`src/rtl/ide_bm_pkg.sv`:
```
package ide_bm_pkg;

    localparam int CH_N    = 2;
    localparam int BYTE_W  = 8;
    localparam int LANES   = 4;
    localparam int WORD_W  = BYTE_W * LANES;
    localparam int ADDR_W  = $clog2(CH_N * 2);

    // byte lanes of a channel control word
    localparam int LANE_CMD  = 0;
    localparam int LANE_MODE = 1;
    localparam int LANE_STAT = 2;
    localparam int LANE_TIM  = 3;

    // bit positions inside the status and mode bytes
    localparam int ST_ACT   = 0;
    localparam int ST_ERR   = 1;
    localparam int ST_INT   = 2;
    localparam int ST_CAP   = 5;
    localparam int MD_PEND  = 2;
    localparam int MD_BLK   = 4;

    typedef struct packed {
        logic [BYTE_W-1:0] cmd;
        logic [BYTE_W-1:0] tim;
        logic [1:0]        cap;
        logic              intr;
        logic              err;
        logic              act;
        logic [WORD_W-1:0] dtab;
    } chan_regs_t;

    function automatic logic [BYTE_W-1:0] stat_pack(chan_regs_t r);
        logic [BYTE_W-1:0] s;
        s = '0;
        s[ST_ACT]          = r.act;
        s[ST_ERR]          = r.err;
        s[ST_INT]          = r.intr;
        s[ST_CAP +: 2]     = r.cap;
        return s;
    endfunction

    // write-one-to-clear with set priority
    function automatic logic w1c_next(logic cur, logic set, logic clr);
        return set | (cur & ~clr);
    endfunction

endpackage

```
`src/rtl/ide_bm_chan.sv`:
```
module ide_bm_chan
    import ide_bm_pkg::*;
#(
    parameter bit EXT_EN = 1'b1
) (
    input  logic              clk,
    input  logic              rst,
    input  logic              wr_ctl,
    input  logic              wr_tab,
    input  logic [LANES-1:0]  be,
    input  logic [WORD_W-1:0] wdata,
    input  logic              act_in,
    input  logic              err_set,
    input  logic              int_set,
    output chan_regs_t        regs
);

    localparam int STAT_LSB = LANE_STAT * BYTE_W;

    logic stat_we;
    assign stat_we = wr_ctl && be[LANE_STAT];

    always_ff @(posedge clk) begin
        if (rst) begin
            regs <= '0;
        end else begin
            regs.act  <= act_in;
            regs.err  <= w1c_next(regs.err, err_set,
                                  stat_we && wdata[STAT_LSB + ST_ERR]);
            regs.intr <= w1c_next(regs.intr, int_set,
                                  stat_we && wdata[STAT_LSB + ST_INT]);
            if (stat_we)
                regs.cap <= wdata[STAT_LSB + ST_CAP +: 2];
            if (wr_ctl && be[LANE_CMD])
                regs.cmd <= wdata[LANE_CMD*BYTE_W +: BYTE_W];
            if (EXT_EN && wr_ctl && be[LANE_TIM])
                regs.tim <= wdata[LANE_TIM*BYTE_W +: BYTE_W];
            for (int l = 0; l < LANES; l++) begin
                if (wr_tab && be[l])
                    regs.dtab[l*BYTE_W +: BYTE_W] <= wdata[l*BYTE_W +: BYTE_W];
            end
        end
    end

endmodule

```
`src/rtl/ide_bm_irq.sv`:
```
module ide_bm_irq
    import ide_bm_pkg::*;
(
    input  logic                       clk,
    input  logic                       rst,
    input  logic [CH_N-1:0]            irq_in,
    input  logic [CH_N-1:0]            blk_we,
    input  logic [CH_N-1:0][CH_N-1:0]  blk_wd,
    output logic [BYTE_W-1:0]          mode_byte,
    output logic                       irq_out
);

    logic [CH_N-1:0] pend_q;
    logic [CH_N-1:0] blk_q;

    always_ff @(posedge clk) begin
        if (rst) begin
            pend_q <= '0;
            blk_q  <= '0;
        end else begin
            pend_q <= irq_in;
            // higher channel index is applied last and wins
            for (int c = 0; c < CH_N; c++) begin
                if (blk_we[c])
                    blk_q <= blk_wd[c];
            end
        end
    end

    always_comb begin
        mode_byte = '0;
        mode_byte[MD_PEND +: CH_N] = pend_q;
        mode_byte[MD_BLK  +: CH_N] = blk_q;
    end

    assign irq_out = |(pend_q & ~blk_q);

endmodule

```
`src/rtl/ide_bm_regs.sv`:
```
module ide_bm_regs
    import ide_bm_pkg::*;
#(
    parameter bit EXT_EN = 1'b1
) (
    input  logic              clk,
    input  logic              rst,
    input  logic              bus_wr,
    input  logic              bus_rd,
    input  logic [ADDR_W-1:0] bus_addr,
    input  logic [LANES-1:0]  bus_be,
    input  logic [WORD_W-1:0] bus_wdata,
    output logic [WORD_W-1:0] bus_rdata,
    input  logic [CH_N-1:0]   ch_irq_in,
    input  logic [CH_N-1:0]   dma_active,
    input  logic [CH_N-1:0]   dma_err_set,
    input  logic [CH_N-1:0]   dma_int_set,
    output logic              irq_out
);

    localparam logic [BYTE_W-1:0] ABSENT = '1;

    chan_regs_t                      chan_q [CH_N];
    logic [CH_N-1:0][BYTE_W-1:0]     stat_q;
    logic [CH_N-1:0][WORD_W-1:0]     ctl_word;
    logic [CH_N-1:0]                 blk_we;
    logic [CH_N-1:0][CH_N-1:0]       blk_wd;
    logic [BYTE_W-1:0]               mode_byte;

    for (genvar ch = 0; ch < CH_N; ch++) begin : g_ch
        logic wr_ctl, wr_tab;
        assign wr_ctl = bus_wr && (bus_addr == ADDR_W'(2*ch));
        assign wr_tab = bus_wr && (bus_addr == ADDR_W'(2*ch + 1));

        ide_bm_chan #(.EXT_EN(EXT_EN)) u_chan (
            .clk     (clk),
            .rst     (rst),
            .wr_ctl  (wr_ctl),
            .wr_tab  (wr_tab),
            .be      (bus_be),
            .wdata   (bus_wdata),
            .act_in  (dma_active[ch]),
            .err_set (dma_err_set[ch]),
            .int_set (dma_int_set[ch]),
            .regs    (chan_q[ch])
        );

        assign blk_we[ch] = EXT_EN && wr_ctl && bus_be[LANE_MODE];
        assign blk_wd[ch] = bus_wdata[LANE_MODE*BYTE_W + MD_BLK +: CH_N];
        assign stat_q[ch] = stat_pack(chan_q[ch]);

        if (EXT_EN) begin : g_ext
            assign ctl_word[ch] = {chan_q[ch].tim, stat_q[ch], mode_byte, chan_q[ch].cmd};
        end else begin : g_noext
            assign ctl_word[ch] = {ABSENT, stat_q[ch], ABSENT, chan_q[ch].cmd};
        end
    end

    ide_bm_irq u_irq (
        .clk       (clk),
        .rst       (rst),
        .irq_in    (ch_irq_in),
        .blk_we    (blk_we),
        .blk_wd    (blk_wd),
        .mode_byte (mode_byte),
        .irq_out   (irq_out)
    );

    logic [WORD_W-1:0] rd_word;
    always_comb begin
        rd_word = bus_addr[0] ? chan_q[bus_addr[1]].dtab : ctl_word[bus_addr[1]];
        for (int l = 0; l < LANES; l++) begin
            if (!bus_be[l])
                rd_word[l*BYTE_W +: BYTE_W] = '0;
        end
    end

    always_ff @(posedge clk) begin
        if (rst)
            bus_rdata <= '0;
        else if (bus_rd)
            bus_rdata <= rd_word;
    end

endmodule

```
`config.mk`:
```
export PLATFORM = sky130hd
export DESIGN_NAME = ide_bm_regs
export DESIGN_NICKNAME = d
export VERILOG_FILES = /design/src/rtl/ide_bm_pkg.sv /design/src/rtl/ide_bm_chan.sv /design/src/rtl/ide_bm_irq.sv /design/src/rtl/ide_bm_regs.sv
export SDC_FILE = /design/constraint.sdc
export NUM_CORES = 1
export LEC_CHECK = 0
export ABC_AREA = 1
export ABC_CLOCK_PERIOD_IN_PS = 1300
export BUFFER_PORTS_ARGS = -buffer_cell sky130_fd_sc_hd__buf_4
export CAP_MARGIN = 20
export CORE_MARGIN = 3
export CORE_UTILIZATION = 57
export DETAILED_ROUTE_END_ITERATION = 8
export HOLD_SLACK_MARGIN = 0.12
export PLACE_DENSITY = 0.79
export REMOVE_ABC_BUFFERS = 1
export SYNTH_ARGS = -nofsm -noshare
export SYNTH_HDL_FRONTEND = slang
export SYNTH_SLANG_ARGS = --single-unit
```
`constraint.sdc`:
```
create_clock -name clk -period 1.3 [get_ports clk]
set_clock_uncertainty 0.15 [all_clocks]
set_input_delay 0.26 -clock clk [delete_from_list [all_inputs] [get_ports clk]]
set_output_delay 0.26 -clock clk [all_outputs]
set_load 0.05 [all_outputs]
```
==> results.tsv, run 1 <==
metric	value	unit
synthFlopType	dfxtp_1	
grt_first_pass_wirelength	29610	µm
syn-cell-area	6088	µm²
fin_nets	1084	
h-tree-depth	4	
overflow	0	
max-slew-margin-rel	75.28	%
critPathKind	register to primary output	
rsz0062_at_grt	yes	
track_usage	31.28	%
ios	83	
die_area	11960	µm²
hold_class	input pin to register	
cp-endpoint	irq_out	
wirelength	18930	µm
yosysTopAreaCell	dfxtp_1	
synth_top_area_share	46.69	%
fin_crit_sh	126.9	%
synth_area_leaders	dfxtp_1, nand2_1, a21oi_1, nand3_1, nor2_1	
drcViolationCount	0	
ir_drop	0.9065	mV
slew_violations	0	
drt-initial-drc-count	575	
cts.path.max_buffers	2	
clk_pin_slew_worst_paths	0.07	ns
final.setup.worst_slack	-0.3503	ns
violations	negative setup slack	
wire_per_inst	16.00	µm
max_cap_violations	0	
r2r_slack	0.20	ns
worstPathMaxFanout	2	
synth.distinct_cells	22	
whs	0.1222	ns
synth_edf_count	0	
crit_start	u_irq.pend_q[1]	
cts.root.buffer_cell	clkbuf_8	
first_pass_iters	5	
cts_tree	built	
die_w	109.4	µm
diodes	0	
postRouteAntennaNets	0	
cts_buffers	17	
synth_warnings	0	
fmax	605.9	MHz
clkLatencyLatePin	0.52	ns
initial_core_util	58.71	%
regToRegEndpoint	bus_rdata[21]	
drive_above_1_share	21.20	%
register_area	2884	µm²
io_buffers	82	
power	11.01	mW
synthCells	886	
postSynth.asyncResetShare	0	%
synth_seq_area_share	46.69	%
cp.arrival	1.24	ns
antenna_found_initial	0	
syn2layout_area_growth	39.97	%
finalHoldViolCount	0	
gp_congestion	0.8337	
die_y	109.4	µm
dp.final_hpwl	10320	µm
core	10370	µm²
status	complete, but fails checks	
startpoint_type	register	
grt_pass1_vias	6359	
vias_per_cell	5.559	
grt_max_degree	77	
setup_viol_count_final	34	
cts_sinks	142	
required	0.89	ns
rr_startpoint	g_ch[1].u_chan.regs[21]	
multiInputGateArea	2855	µm²
worstMarginPinSlew	0.3709	ns
synth_seq_cells	142	
num_vias	6576	
fillers	638	
reg2regPathDepth	6	
min_period	1.650	ns
leakagePower	3.605	nW
p_per_area	1292	nW/µm²
avgSynthCellArea	6.872	µm²
cp-end-kind	primary output	
fp-row-count	37	
-- flip-flops by register name (all words and copies together) (netlist names) --
name	cells
bus_rdata	32
g_ch.u_chan.regs	106
u_irq.blk_q	2
u_irq.pend_q	2
-- Yosys cell counts (3+ instances only) --
library cell and n:
nor2_4 3, buf_6 9, clkbuf_1 17, o21ai_0 24, buf_4 3, o21ai_1 16, a21oi_1 110, dfxtp_1 142
nand2_2 5, nand2_1 362, buf_2 17, nand3_1 76, inv_1 26, nor2_1 60, inv_2 4, buf_1 5
-- cell type report --
| class | instances | share of cell area (%) |
|---|---|---|
| Sequential cell | 142 | 33.84 |
| Multi-Input combinational cell | 661 | 33.50 |
| Timing Repair Buffer | 180 | 21.51 |
| Clock buffer | 20 | 5.227 |
| Clock inverter | 12 | 2.423 |
| Tap cell | 136 | 1.997 |
| Inverter | 32 | 1.498 |
-- repair_timing --
action / in CTS / in global routing
setup endpoints to repair: 33 / 50
gates cloned: 0 / 1
hold buffers: 50 / 1
setup buffers: 0 / 4
gates resized for setup: 73 / 34
pin swaps: 0 / 2
endpoints found under the hold margin: 131 / 4
-- report_power, final --
part           internal, mW  leakage [nW]  switching, mW
Combinational         0.475          2.12          0.656
Clock                  3.44         0.316           1.92
Sequential             4.46          1.17         0.0577
-- worst min-delay path by stage --
stage	to	from	cells past startpoint	slack, ns
after global routing	bus_rdata[26]	rst	3	0.12
final	g_ch[1].u_chan.regs[34]	rst	3	0.12
after floorplan	bus_rdata[0]	rst	1	0.18
after global placement	g_ch[1].u_chan.regs[14]	g_ch[1].u_chan.regs[14]	2	0.29
after CTS	g_ch[0].u_chan.regs[16]	rst	3	0.11
after detailed placement	g_ch[1].u_chan.regs[14]	g_ch[1].u_chan.regs[14]	2	0.29
-- routing by layer --
metal  share of wire (%)  GRT usage (%)  wire, µm  up-vias
li1                    -              -         -     3145
met1                  38          38.96      7256     3010
met2                  50          53.23      9518      370
met3                 9.3          6.283      1751       51
met4                 2.1          12.29       401        0
met5                   0              0         0        -
-- through the flow --
step | setup TNS [ns] | area (µm²) | util [%] | instances | setup WS, ns
finish | -4.087 | 8522 | 82.18 | 1183 | -0.3503
global route | -5.223 | 8522 | 82.18 | 1183 | -0.3872
CTS | -4.210 | 8392 | 80.92 | 1182 | -0.3467
detailed placement | -14.00 | 7048 | 67.97 | 1100 | -0.1763
global placement | -11.03 | 7048 | 67.97 | 1100 | -0.1269
floorplan | -12.80 | 5797 | - | 835 | -0.2264
-- critical path, stage by stage, from the launching register on --
cell and delay, ns:
dfxtp_2 0.34, inv_2 0.04, o22ai_2 0.17, buf_6 0.18
-- logic make-up after synthesis --
logic type | share of synthesized area [%]
and+or+nand+nor | 34.03
AOI/OAI and AO/OA | 12.43
DFF | 46.69
buffers and inverters | 6.843
-- cell usage in the layout (no fill, tap or decap), types with 2 or more instances in the layout --
cell type and n:
buf_8 28, inv_4 3, dfxtp_2 33, buf_12 9, bufinv_16 5, clkinv_4 2
buf_4 89, nand3_1 76, o21ai_1 18, nor2_1 59, nor2_2 2, nand2_1 361
clkbuf_8 3, dfxtp_1 109, nor2_4 3, clkbuf_16 17, nand2_2 6, buf_6 7
inv_1 24, o21ai_0 22, dlygate4sd3_1 46, inv_2 5, a21oi_1 109, inv_6 3
Note: power is estimated with default switching activity, not from simulation.
==> run 2: changes to the inputs <==
- ABC_AREA: 1 -> unset
==> results.tsv, run 2 <==
metric	value	unit	change
status	complete, but fails checks		
violations	negative setup slack		
yosysTopAreaCell	dfxtp_1		
cts.path.max_buffers	2		unchanged
drcViolationCount	0		unchanged
synthCells	664		-25%
synthMuxAreaShare	13.28	%	+13 points
ir_drop	0.7650	mV	-16%
whs	0.1322	ns	+0.009957 ns
synth_edf_count	0		unchanged
p_clk_share	46.4	%	-2.3 points
combPwrFrac	9.9	%	-0.4 points
required	0.89	ns	about the same
avgSynthCellArea	8.979	µm²	+31%
core	9955	µm²	-4.0%
synth_warnings	0		unchanged
io_buffers	82		unchanged
synth_top_family_by_area	simple AND/OR/NAND/NOR gates		
dp.final_hpwl	9659	µm	-6.4%
final_common_cell	nand2_1		
synth_seq_area_share	47.68	%	+0.99 points
fillers	485		-24%
synth_seq_cells	142		unchanged
synthFlopType	dfxtp_1		
gp_congestion	0.8617		+3.4%
cts_tree	built		
cts_buffers	17		unchanged
fin_nets	870		-20%
die_w	108.3	µm	-0.99%
drive_above_1_share	31.01	%	+9.8 points
max-slew-margin-rel	73.50	%	-1.8 points
finalHoldViolCount	0		unchanged
grt_pass1_vias	5535		-13%
die_y	108.3	µm	-0.99%
grt_first_pass_wirelength	26700	µm	-9.8%
die_area	11720	µm²	-2.0%
p_seq_share	43.7	%	+2.7 points
hold_class	input pin to register		
vias_per_cell	5.641		+1.5%
dp.cells	884		-20%
initial_core_util	59.89	%	+1.2 points
postLayoutCoreUtil	84.25	%	+2.1 points
wire_per_inst	17.39	µm	+8.7%
clkLatencyLatePin	0.53	ns	about the same
min_period	1.662	ns	+0.01170 ns
synthSimpleGateAreaFrac	22.94	%	-11 points
dp_slack	-0.4061	ns	-0.2299 ns
synth.distinct_cells	31		+41%
slew_violations	0		unchanged
final_cell_mix	nand2_1, a21oi_1, dfxtp_1, buf_4, nor2_1		
p_int	7.873	mW	-6.0%
syn2layout_area_growth	40.67	%	
fin_cells	965		-18%
top_register	g_ch.u_chan.regs		
fmax	601.7	MHz	-0.70%
cts_sinks	142		unchanged
startpoint_type	register		
max_cap_violations	0		unchanged
cp.arrival	1.25	ns	about the same
swShare	23.48	%	-0.47 points
ios	83		unchanged
p_per_area	1227	nW/µm²	-5.0%
met3_usage	6.806	%	+0.52 points
leakagePower	3.360	nW	-6.8%
worstMarginPinSlew	0.3975	ns	+0.02667 ns
num_vias	5444		-17%
rsz0062_at_grt	yes		
synth_common_cells	nand2_1, dfxtp_1, a21oi_1, nor2_1, mux2i_1		
synth-compound-area-share	10.93	%	-1.5 points
grt_max_degree	74		-3.9%
first_pass_iters	5		unchanged
busiest_layer	met2		
cts.root.buffer_cell	clkbuf_8		
synth.most_common_cell	nand2_1		
setup_viol_count_final	33		-2.9%
final.setup.worst_slack	-0.3620	ns	-0.01170 ns
postSynth.asyncResetShare	0	%	unchanged
use_met2	51.55	%	-1.7 points
worstPathMaxFanout	2		unchanged
synth_area_leaders	dfxtp_1, nand2_1, a21oi_1, mux4_2, mux2i_1		
antenna_found_initial	0		unchanged
syn-cell-area	5962	µm²	-2.1%
h-tree-depth	4		unchanged
fin_crit_sh	127.8	%	+0.90 points
critPathKind	register to primary output		
overflow	0		unchanged
wirelength	16780	µm	-11%
cp-end-kind	primary output		
grtUsageMet1	34.37	%	-4.6 points
synthAdderAreaFrac	0	%	unchanged
fp-row-count	36		-2.7%
postRouteAntennaNets	0		unchanged
synth_top_area_share	47.68	%	+0.99 points
drt-initial-drc-count	383		-33%
synthXorXnorAreaFrac	0	%	unchanged
diodes	0		unchanged
clk_pin_slew_worst_paths	0.06	ns	about the same
track_usage	29.22	%	-2.1 points
top_regs	g_ch.u_chan.regs: 106 flops, bus_rdata: 32 flops		
net-switching-power	2.415	mW	-8.4%
largest_reg_flops	106		unchanged
==> run 2: kinds of logic after synthesis <==
group	count (synthesis)
mux	52
flops	142
buf+inv	59
compound gates	127
simple gates	284
==> run 2: through the flow <==
stage	total power [mW]	setup TNS [ns]	area [µm²]
floorplan	4.877	-0.2272	5684
global placement	5.395	-35.98	6987
detailed placement	5.424	-39.80	6987
CTS	10.23	-4.631	8268
global route	10.57	-5.485	8387
finish	10.29	-4.453	8387
==> run 2: layout make-up <==
class                   count  area [µm²]  share of cell area, %
repair buffers            188        1863                  22.21
multi-input cells         463        2851                  34.00
clock inverters             9       110.1                  1.313
clock buffers              22       473.0                  5.639
flip-flops and latches    142        2893                  34.49
inverters                   8       30.03                 0.3580
well taps                 133       166.4                  1.984
==> run 2: worst paths after layout <==
kind | startpoint | endpoint | slack (ns) | depth (start not counted)
worst max-delay path | u_irq.pend_q[1] | irq_out | -0.36 | 3
worst min-delay path | bus_rd | bus_rdata[5] | 0.13 | 4
worst max register to register | g_ch[1].u_chan.regs[3] | bus_rdata[3] | 0.01 | 3
worst min register to register | g_ch[1].u_chan.regs[49] | g_ch[1].u_chan.regs[49] | 0.30 | 2
==> run 2: power by group through the flow <==
stage                     sequential, mW  clock, mW  combinational [mW]
after floorplan                     4.61          0               0.271
after global placement              4.58          0               0.816
after detailed placement            4.58          0               0.839
after CTS                           4.50       4.76               0.968
after global routing                4.51       4.98                1.08
final                               4.50       4.77                1.02
==> run 2: worst max-delay path, stage by stage, from the launching register on <==
cell and delay [ns]:
dfxtp_2 0.33, inv_2 0.04, o22ai_2 0.16, buf_6 0.18
==> run 2: repair_timing <==
item,in CTS,in global routing
endpoints found under the hold margin,139,1
resized for setup,87,32
endpoints found under the setup margin,33,47
hold buffers,44,1
pin swaps,1,6
buffers inserted,2,3
gates cloned,0,0
==> run 2: per-layer routing <==
| metal | part of all wire (%) | up-vias |
|---|---|---|
| met1 | 39 | 2614 |
| met3 | 6.2 | 52 |
| met4 | 2.7 | 0 |
| li1 | - | 2550 |
| met5 | 0 | - |
| met2 | 53 | 228 |
